File: src/rtl/calc_pkg.sv
package calc_pkg;

  typedef enum logic [2:0] {
    OP_PASS = 3'b000,
    OP_AND  = 3'b001,
    OP_OR   = 3'b010,
    OP_XOR  = 3'b011,
    OP_ADD  = 3'b100,
    OP_SUB  = 3'b101,
    OP_HLDA = 3'b110,
    OP_HLDB = 3'b111
  } calc_op_e;

  // Lit segments in g..a order, active high; callers invert for the pins.
  function automatic logic [6:0] hex_lit(input logic [3:0] v);
    logic [6:0] lit;
    case (v)
      4'h0:    lit = 7'b0111111;
      4'h1:    lit = 7'b0000110;
      4'h2:    lit = 7'b1011011;
      4'h3:    lit = 7'b1001111;
      4'h4:    lit = 7'b1100110;
      4'h5:    lit = 7'b1101101;
      4'h6:    lit = 7'b1111101;
      4'h7:    lit = 7'b0000111;
      4'h8:    lit = 7'b1111111;
      4'h9:    lit = 7'b1101111;
      4'hA:    lit = 7'b1110111;
      4'hB:    lit = 7'b1111100;
      4'hC:    lit = 7'b0111001;
      4'hD:    lit = 7'b1011110;
      4'hE:    lit = 7'b1111001;
      default: lit = 7'b1110001;
    endcase
    return lit;
  endfunction

endpackage

File: src/rtl/calc_alu.sv
module calc_alu
  import calc_pkg::*;
#(
  parameter int W = 4
) (
  input  calc_op_e     op_i,
  input  logic [W-1:0] acc_i,
  input  logic [W-1:0] opnd_i,
  output logic [W-1:0] res_o,
  output logic         ovf_o,
  output logic         load_o
);

  // {overflow, sum}
  function automatic logic [W:0] add_w(input logic [W-1:0] a, input logic [W-1:0] b);
    logic [W-1:0] s;
    s = a + b;
    return {(a[W-1] == b[W-1]) && (s[W-1] != a[W-1]), s};
  endfunction

  // {overflow, a - b}
  function automatic logic [W:0] sub_w(input logic [W-1:0] a, input logic [W-1:0] b);
    logic [W-1:0] d;
    d = a - b;
    return {(a[W-1] != b[W-1]) && (d[W-1] != a[W-1]), d};
  endfunction

  always_comb begin
    res_o  = acc_i;
    ovf_o  = 1'b0;
    load_o = 1'b1;
    case (op_i)
      OP_PASS: res_o = opnd_i;
      OP_AND:  res_o = acc_i & opnd_i;
      OP_OR:   res_o = acc_i | opnd_i;
      OP_XOR:  res_o = acc_i ^ opnd_i;
      OP_ADD:  {ovf_o, res_o} = add_w(acc_i, opnd_i);
      OP_SUB:  {ovf_o, res_o} = sub_w(acc_i, opnd_i);
      default: load_o = 1'b0;
    endcase
  end

endmodule

File: src/rtl/calc_stack.sv
module calc_stack #(
  parameter int W     = 4,
  parameter int DEPTH = 8
) (
  input  logic             clk_i,
  input  logic             rst_ni,
  input  logic             ce_i,
  input  logic             push_i,
  input  logic             pop_i,
  input  logic [W-1:0]     wr_data_i,
  output logic [W-1:0]     tos_o,
  output logic [DEPTH-1:0] gauge_o
);

  localparam int CNT_W = $clog2(DEPTH + 1);
  localparam logic [CNT_W-1:0] FULL_CNT = CNT_W'(DEPTH);

  logic [CNT_W-1:0] count_q;
  logic [W-1:0]     mem_q [DEPTH];

  // Named stack events, used by the counter and by the assertions.
  logic is_full, is_empty, push_req, pop_req;
  logic push_fire, pop_fire, push_drop, pop_drop;

  assign is_full   = (count_q == FULL_CNT);
  assign is_empty  = (count_q == '0);
  assign push_req  = ce_i && push_i && !pop_i;
  assign pop_req   = ce_i && pop_i && !push_i;
  assign push_fire = push_req && !is_full;
  assign pop_fire  = pop_req && !is_empty;
  assign push_drop = push_req && is_full;
  assign pop_drop  = pop_req && is_empty;

  always_ff @(posedge clk_i or negedge rst_ni) begin
    if (!rst_ni)        count_q <= '0;
    else if (push_fire) count_q <= count_q + 1'b1;
    else if (pop_fire)  count_q <= count_q - 1'b1;
  end

  for (genvar e = 0; e < DEPTH; e++) begin : g_entry
    always_ff @(posedge clk_i or negedge rst_ni) begin
      if (!rst_ni)
        mem_q[e] <= '0;
      else if (push_fire && (count_q == CNT_W'(e)))
        mem_q[e] <= wr_data_i;
    end
    assign gauge_o[e] = (count_q > CNT_W'(e));
  end

  always_comb begin
    tos_o = '0;
    for (int e = 0; e < DEPTH; e++)
      if (count_q == CNT_W'(e + 1)) tos_o = mem_q[e];
  end

  // a pushed value appears on top after the edge.
  assert_push_lands_R8: assert property (@(posedge clk_i) disable iff (!rst_ni)
    push_fire |=> (tos_o == $past(wr_data_i)));
  // a push into a full stack leaves it untouched.
  assert_full_push_ignored_R9: assert property (@(posedge clk_i) disable iff (!rst_ni)
    push_drop |=> ($stable(count_q) && $stable(tos_o)));
  // a pop from an empty stack keeps it empty.
  assert_empty_pop_ignored_R9: assert property (@(posedge clk_i) disable iff (!rst_ni)
    pop_drop |=> (gauge_o == '0) && (tos_o == '0));
  // the gauge is a thermometer whose length is the occupancy.
  assert_gauge_thermo_R10: assert property (@(posedge clk_i) disable iff (!rst_ni)
    $onehot({1'b0, gauge_o} + {{DEPTH{1'b0}}, 1'b1}) && ($countones(gauge_o) == int'(count_q)));
  // an empty stack supplies zero.
  assert_empty_top_zero_R4: assert property (@(posedge clk_i) disable iff (!rst_ni)
    is_empty |-> (tos_o == '0));

endmodule

File: src/rtl/calc_seg7.sv
module calc_seg7
  import calc_pkg::*;
(
  input  logic [3:0] val_i,
  output logic [6:0] seg_n_o
);

  assign seg_n_o = ~hex_lit(val_i);

  // digit 8 lights every segment, digit 1 lights only b and c.
  always_comb begin
    if (val_i == 4'h8) assert_eight_all_lit_R11: assert (seg_n_o == 7'b0000000);
    if (val_i == 4'h1) assert_one_bc_R11: assert (seg_n_o == 7'b1111001);
  end

endmodule

File: src/rtl/calc_core.sv
module calc_core
  import calc_pkg::*;
#(
  parameter int DATA_W      = 4,
  parameter int STACK_DEPTH = 8
) (
  input  logic                   clk_i,
  input  logic                   glb_rst_ni,
  input  logic                   ce_i,
  input  logic                   clr_i,
  input  logic [2:0]             op_i,
  input  logic                   src_sel_i,
  input  logic [DATA_W-1:0]      sw_i,
  input  logic                   push_i,
  input  logic                   pop_i,
  output logic [DATA_W-1:0]      acc_o,
  output logic [6:0]             seg_n_o,
  output logic [DATA_W-1:0]      tos_o,
  output logic [STACK_DEPTH-1:0] gauge_o,
  output logic                   ovf_o
);

  logic [DATA_W-1:0] acc_q, opnd, alu_res;
  logic              ovf_q, alu_ovf, alu_load;
  calc_op_e          op;

  assign op   = calc_op_e'(op_i);
  assign opnd = src_sel_i ? sw_i : tos_o;

  calc_alu #(.W(DATA_W)) u_alu (
    .op_i   (op),
    .acc_i  (acc_q),
    .opnd_i (opnd),
    .res_o  (alu_res),
    .ovf_o  (alu_ovf),
    .load_o (alu_load)
  );

  always_ff @(posedge clk_i or negedge glb_rst_ni) begin
    if (!glb_rst_ni) begin
      acc_q <= '0;
      ovf_q <= 1'b0;
    end else if (ce_i) begin
      if (clr_i) begin
        acc_q <= '0;
        ovf_q <= 1'b0;
      end else if (alu_load) begin
        acc_q <= alu_res;
        ovf_q <= alu_ovf;
      end
    end
  end

  // The stack records the accumulator as it stood before this edge.
  calc_stack #(.W(DATA_W), .DEPTH(STACK_DEPTH)) u_stack (
    .clk_i     (clk_i),
    .rst_ni    (glb_rst_ni),
    .ce_i      (ce_i),
    .push_i    (push_i),
    .pop_i     (pop_i),
    .wr_data_i (acc_q),
    .tos_o     (tos_o),
    .gauge_o   (gauge_o)
  );

  calc_seg7 u_seg7 (
    .val_i   (acc_q[3:0]),
    .seg_n_o (seg_n_o)
  );

  assign acc_o = acc_q;
  assign ovf_o = ovf_q;

  // reset holds everything at zero.
  assert_reset_zero_R1: assert property (@(posedge clk_i)
    !glb_rst_ni |-> (acc_o == '0) && !ovf_o && (gauge_o == '0));
  // disabled clock holds register and flag.
  assert_ce_hold_R2: assert property (@(posedge clk_i) disable iff (!glb_rst_ni)
    !ce_i |=> $stable(acc_o) && $stable(ovf_o) && $stable(gauge_o));
  // synchronous clear wins over any opcode.
  assert_clear_R3: assert property (@(posedge clk_i) disable iff (!glb_rst_ni)
    (ce_i && clr_i) |=> (acc_o == '0) && !ovf_o);
  // logic and pass opcodes leave no overflow.
  assert_no_overflow_R5: assert property (@(posedge clk_i) disable iff (!glb_rst_ni)
    (ce_i && !clr_i && !op_i[2]) |=> !ovf_o);
  // hold opcodes keep register and flag.
  assert_hold_op_R7: assert property (@(posedge clk_i) disable iff (!glb_rst_ni)
    (ce_i && !clr_i && (op_i[2:1] == 2'b11)) |=> $stable(acc_o) && $stable(ovf_o));
  // switch operand passes straight through.
  assert_sw_pass_R4: assert property (@(posedge clk_i) disable iff (!glb_rst_ni)
    (ce_i && !clr_i && src_sel_i && (op_i == 3'b000)) |=> (acc_o == $past(sw_i)));

endmodule

File: config.mk
export PLATFORM = sky130hd
export DESIGN_NAME = calc_core
export DESIGN_NICKNAME = d
export VERILOG_FILES = /design/src/rtl/calc_pkg.sv /design/src/rtl/calc_alu.sv /design/src/rtl/calc_stack.sv /design/src/rtl/calc_seg7.sv /design/src/rtl/calc_core.sv
export SDC_FILE = /design/constraint.sdc
export NUM_CORES = 1
export LEC_CHECK = 0
export CAP_MARGIN = 20
export CELL_PAD_IN_SITES_DETAIL_PLACEMENT = 0
export CELL_PAD_IN_SITES_GLOBAL_PLACEMENT = 2
export CORE_MARGIN = 2
export CORE_UTILIZATION = 35
export CTS_CLUSTER_DIAMETER = 40
export DETAILED_ROUTE_END_ITERATION = 7
export PLACE_DENSITY = 0.78
export SLEW_MARGIN = 20
export SYNTH_ARGS = -nofsm -noshare
export SYNTH_HDL_FRONTEND = slang
export SYNTH_SLANG_ARGS = --single-unit
File: constraint.sdc
create_clock -name clk_i -period 4.05 [get_ports clk_i]
set_input_delay 0.81 -clock clk_i [delete_from_list [all_inputs] [get_ports clk_i]]
set_output_delay 0.81 -clock clk_i [all_outputs]
set_load 0.01 [all_outputs]
Word-level counts from Yosys, hierarchy flattened
Memories as Yosys holds them, arrays and structs flattened.
Cells that the tools add are included.
{"block": "word_totals", "register_bits": 41, "latchBits": 0, "ramBits": 0, "romBits": 112, "in_bits": 14, "output_inout_bits": 24, "wordCells": 91, "mem_count": 1}
{"name": "(name not given)", "depth": 16, "width": 7, "rd": 1, "rd_ports_with_merged_regs": 0, "write_ports": 0, "line_no": "calc_pkg.sv:17", "text": "case (v)"}
{"block": "classes", "n_addsub": 4, "mul": 0, "div": 0, "order_cmp": 8, "n_eq_ne": 17, "shift": 0, "muxes": 18, "n_bitwise": 4, "reduce_logical": 28}
{"op": "$mux W4", "n": 13}
{"op": "$pmux W4 S6", "n": 1}
{"op": "$eq A4 B3 Y1 const B", "n": 4}
{"op": "$gt A4 B3 Y1 const B", "n": 4}
{"op": "$logic_and A1 B1 Y1", "n": 16}
{"op": "$eq A4 B2 Y1 const B", "n": 2}
{"op": "$gt A4 B1 Y1 const B", "n": 2}
{"op": "$gt A4 B2 Y1 const B", "n": 2}
{"op": "$not A7 Y7", "n": 1}
{"op": "$reduce_bool A7 Y1", "n": 1}
{"op": "$eq A3 B2 Y1 const B", "n": 2}
{"op": "$eq A3 B3 Y1 const B", "n": 2}
{"op": "$reduce_or A6 Y1", "n": 1}
{"op": "$add A4 B1 Y4 const B", "n": 1}
{"op": "$add A4 B4 Y4", "n": 1}
{"op": "$and A4 B4 Y4", "n": 1}
{"op": "$eq A4 B1 Y1 const B", "n": 1}
{"op": "$eq A4 B4 Y1 const B", "n": 1}
{"op": "$logic_not A1 Y1", "n": 4}
{"op": "$logic_not A4 Y1", "n": 1}
{"op": "$or A4 B4 Y4", "n": 1}
{"op": "$reduce_bool A2 Y1", "n": 2}
{"op": "$sub A4 B1 Y4 const B", "n": 1}
{"op": "$sub A4 B4 Y4", "n": 1}
{"op": "other kinds (9)", "n": 13}

Logic depth before layout (Yosys ltp)
{"block": "depth", "word_depth": 16, "mapped_depth": 17, "mapped_depth_nobuf": 15}

Hierarchy
A second synthesis with hierarchy kept.
{"block": "hier_totals", "hier_cells": 300, "area_unflattened_um2": 3095.5}
{"mod": "calc_stack", "n_inst": 1, "cells_per_inst": 172, "area_each_um2": 1966.9, "seq_area_each_um2": 900.9}
{"mod": "calc_alu", "n_inst": 1, "cells_per_inst": 71, "area_each_um2": 578.1, "seq_area_each_um2": 0.0}
{"mod": "calc_core", "n_inst": 1, "cells_per_inst": 26, "area_each_um2": 297.8, "seq_area_each_um2": 125.1}
{"mod": "calc_seg7", "n_inst": 1, "cells_per_inst": 31, "area_each_um2": 252.7, "seq_area_each_um2": 0.0}

Worst setup path after synthesis
OpenSTA, ideal clock, no wires.
{"block": "synth_path", "path_kind": "reg2reg", "from": "register u_stack.count_q[1]", "to": "register acc_q[1], in the netlist acc_o[1]", "setup_ps": 121, "t_arrival_ps": 3255, "required_time_ps": 3929, "slack_ps": 674, "path_stages_with_launch": 16, "n_path_buf": 1, "synth_period_minus_slack_ps": 3376, "path_cell_list": "dfrtp_1 > buf_6 > inv_1 > ha_1 > or4b_4 > a2111oi_4 > a31oi_2 > o21ai_2 > o21a_1 > ha_1 > inv_1 > fa_1 > mux2_2 > nand2_1 > a211oi_1 > a22o_1"}
{"block": "synth_via", "elab_chain_cells": 14, "elab_cells_between_ends": 25, "cone_classes": "add/sub (2); eq/ne (8); mux (12); bitwise (3)"}
{"item": "start: declaration", "line_no": "calc_stack.sv:18", "text": "logic [CNT_W-1:0] count_q;"}
{"item": "start signal: assignment", "line_no": "calc_stack.sv:36", "text": "else if (push_fire) count_q <= count_q + 1'b1;"}
{"item": "start signal: assignment", "line_no": "calc_stack.sv:37", "text": "else if (pop_fire) count_q <= count_q - 1'b1;"}
{"item": "$eq A4 B1 Y1", "line_no": "calc_stack.sv:53", "text": "if (count_q == CNT_W'(e + 1)) tos_o = mem_q[e];"}
{"item": "$mux W4 (7 in series)", "line_no": "calc_stack.sv:53"}
{"item": "$mux W4 (*)", "line_no": "calc_stack.sv:53"}
{"item": "net tos_o[0]", "line_no": "calc_core.sv:18", "text": "output logic [DATA_W-1:0] tos_o,"}
{"item": "$mux W4 (*)", "line_no": "calc_core.sv:28", "text": "assign opnd = src_sel_i ? sw_i : tos_o;"}
{"item": "$sub A4 B4 Y4 or $add A4 B4 Y4 (tied branches)", "line_no": "calc_alu.sv:24, calc_alu.sv:17"}
{"item": "$pmux W4 S6 (*)", "line_no": "calc_alu.sv:32", "text": "case (op_i)"}
{"item": "$mux W4 (*)", "line_no": "calc_core.sv:47", "text": "end else if (alu_load) begin"}
{"item": "$mux W4 (*)", "line_no": "calc_core.sv:44", "text": "if (clr_i) begin"}
{"item": "end signal: assignment", "line_no": "calc_core.sv:48", "text": "acc_q <= alu_res;"}
{"item": "end: declaration", "line_no": "calc_core.sv:23", "text": "logic [DATA_W-1:0] acc_q, opnd, alu_res;"}
Mark *: on every way through the listed nets, which the timed path passes. The rest lies on a longest branch. The select of a mux whose other input is x is not followed.
A chain may end at the register's enable or synchronous reset.

Worst setup path after layout
{"block": "layout_path", "from": "register u_stack.count_q[1]", "to": "output tos_o[0]"}
{"block": "layout_via", "elab_chain_cells": 9, "elab_cells_between_ends": 16, "cone_classes": "eq/ne (8); mux (8)"}
{"item": "$eq A4 B1 Y1", "line_no": "calc_stack.sv:53"}
{"item": "$mux W4 (7 in series)", "line_no": "calc_stack.sv:53"}
{"item": "$mux W4 (*)", "line_no": "calc_stack.sv:53"}
{"item": "end: declaration", "line_no": "calc_core.sv:18"}
Mark *: on every way between the ends. The rest lies on a longest branch, timed or not.

==> flow_summary.json <==
{
  "outcome": "finished clean",
  "final_area_um2": 3650,
  "critPathKind": "register to output port",
  "cts.htree.levels": 2,
  "gpl.final_weighted_congestion": 0.851,
  "clkTransAtPathRegs_ns": 0.09,
  "die_y_um": 97.8,
  "finish.utilization_pct": 42.3,
  "cp_slowest_stage_delay_ns": 0.58,
  "synth_area_per_cell_um2": 9.30,
  "synth_top_cell_by_area": "dfrtp_1",
  "ant_nets": 0,
  "cts-root-buf": "clkbuf_8",
  "grt_pass1_wl_um": 14300,
  "vias": 2601,
  "final_layout_size_suffix_gt1_share_pct": 15.6,
  "ys_seq_area_share_pct": 33.3,
  "drt_iter0_markers": 65,
  "cts_tree": "built",
  "core_area_um2": 8640,
  "critPathBufInv": 3,
  "start_util_pct": 35.6,
  "die_area_um2": 9560,
  "hp-class": "register to register",
  "hold_violations": 0,
  "placed_cell_area_um2": 3560,
  "cts.sinks": 41,
  "whs_ns": 0.487,
  "finalSetupTns_ns": 0,
  "drt-pass1-iter-count": 4,
  "synth_top_area_share_pct": 33.3,
  "synthCells": 331,
  "ir_drop_mv": 0.199,
  "cpMaxStageDelayCell": "clkdlybuf4s50_1",
  "crit_family": "buffers and inverters",
  "finalMaxSlewViolations": 0,
  "fin_crit_sh_pct": 94.8,
  "portBuffers": 37,
  "cts.path.max_buffers": 2,
  "layout.nets": 409,
  "rsz0062_at_grt": "no",
  "via_per_inst": 5.42,
  "arrival_ns": 3.03,
  "fin_crit_ns": 3.84,
  "syn-num-nets": 368,
  "ys_ff_latch": 41,
  "diodes": 0,
  "grt_antenna_before_repair": 0,
  "wl_per_cell_um": 18.1,
  "start_kind": "register",
  "grt_max_degree": 42,
  "end_kind": "output port",
  "required_ns": 3.24,
  "ys_types": 67,
  "leakage_nw": 1.55,
  "num_rows": 34,
  "cts_hold_buf": 0,
  "ys_warn_count": 0,
  "io_pins": 38,
  "slew_headroom_pct": 35.4,
  "p_per_area_nw_per_um2": 626,
  "yosys-top-cells-count": "dfrtp_1 (41), nand2_1 (41), o21ai_0 (23)",
  "syn-cell-area_um2": 3080,
  "grt_use_total_pct": 18.6,
  "clkLatencyLatePin_ns": 0.30,
  "crit_fanout": 11,
  "crit_chain": "inv_1, ha_1, buf_4, or4b_4, a2111oi_4, a31oi_2, o21ai_2, clkdlybuf4s50_1",
  "die_w_um": 97.8,
  "async_reset_ff_share_pct": 100,
  "maxCapViolations": 0,
  "tightest_slew_ns": 0.969,
  "yosys-top-cells-area": "dfrtp_1 (33%), ha_1 (8.5%), mux2_2 (6.6%)",
  "area_delta_synth_final_pct": 18.7,
  "grt_pass1_vias": 2631,
  "max_freq_mhz": 261,
  "setup_violations": 0,
  "cts_buffers": 5,
  "drcViolationCount": 0,
  "fin_worst_skew_ns": 0.0146,
  "post_cts_buffers": 0,
  "wirelength_um": 8690,
  "synth-main-ff-cell": "dfrtp_1",
  "grt-ovfl-total": 0,
  "post_cts_resized": 0,
  "detailed_place_hpwl_um": 6390,
  "synth_edf_count": 0
}
-- worst min-delay path: cells and delay by family, from the launching register on --
| family | cells | cell delay (ns) |
|---|---|---|
| simple gates | 1 | 0.04 |
| flops | 1 | 0.35 |
| compound gates | 1 | 0.06 |
-- registers in the layout, summed over array words and instances (netlist names) --
name             cells
ovf_o                1
acc_o                4
u_stack.count_q      4
u_stack.mem_q       32
-- through the flow --
stage | power (mW) | setup WS [ns] | std cells
finish | 2.29 | 0.212 | 480
global route | 2.47 | 0.0834 | 480
CTS | 2.30 | 0.202 | 480
detailed placement | 2.01 | 0.415 | 473
global placement | 2.00 | 0.479 | 473
floorplan | 1.51 | 0.674 | 331
-- cell usage in the layout (no fill, tap or decap), types with 4 or more instances in the layout --
cell,count
nor2_1,20
a31oi_1,4
mux2_2,18
nor3_1,4
o211ai_1,7
nand2_1,41
o21ai_0,23
clkdlybuf4s50_1,36
nand3_1,7
buf_4,15
nand3b_1,6
o21a_1,5
ha_1,21
inv_1,13
nand2b_1,8
nor2b_1,8
a211oi_1,5
dfrtp_1,41
o21ai_1,7
a21oi_1,11
clkbuf_8,6
-- kinds of logic (layout without fill, tap and decap cells) --
group                    count (synthesis)  count (layout)  share of synthesized area, %
buffers and inverters                   34              75                          6.14
XOR/XNOR                                 4               4                          1.14
flip-flops                              41              41                          33.3
adder cells (fa/ha/maj)                 23              23                          9.84
multiplexers                            21              21                          7.97
AO/OA/AOI/OAI                           90              90                          21.0
AND/OR/NAND/NOR                        118             118                          20.6
-- worst paths after layout --
path	slack, ns	startpoint	end	cells past startpoint
max in group asynchronous	2.77	glb_rst_ni	acc_o[0]	1
worst min register to register	0.49	u_stack.mem_q[7]	u_stack.mem_q[7]	2
worst min-delay path	0.49	u_stack.mem_q[7]	u_stack.mem_q[7]	2
min in group asynchronous	0.64	glb_rst_ni	u_stack.mem_q[12]	1
worst max-delay path	0.21	u_stack.count_q[1]	tos_o[0]	8
worst max register to register	0.36	u_stack.count_q[1]	acc_o[1]	15
-- final cells by class --
| cell class | count | area (um2) |
|---|---|---|
| fillers | 900 | 4980 |
| multi-input cells | 256 | 1860 |
| flip-flops and latches | 41 | 1030 |
| repair buffers | 52 | 478 |
| well taps | 108 | 135 |
| clock buffers | 6 | 82.6 |
| inverters | 16 | 60.1 |
| clock inverters | 1 | 7.51 |
-- metal layers --
layer / share of wire [%] / up-vias / global-route usage [%]
met2: 46 / 58 / 29.4
met4: 0.88 / 0 / 3.31
met5: 0 / - / 0
met3: 4.0 / 6 / 2.22
met1: 49 / 1268 / 27.8
li1: - / 1269 / -
-- power by group --
group          switching, mW  internal (mW)  leakage (nW)
logic                  0.742          0.614         0.954
registers             0.0949          0.550         0.550
clock network          0.151          0.135        0.0433
total                  0.988           1.30          1.55
(Power assumes the default switching activity.)
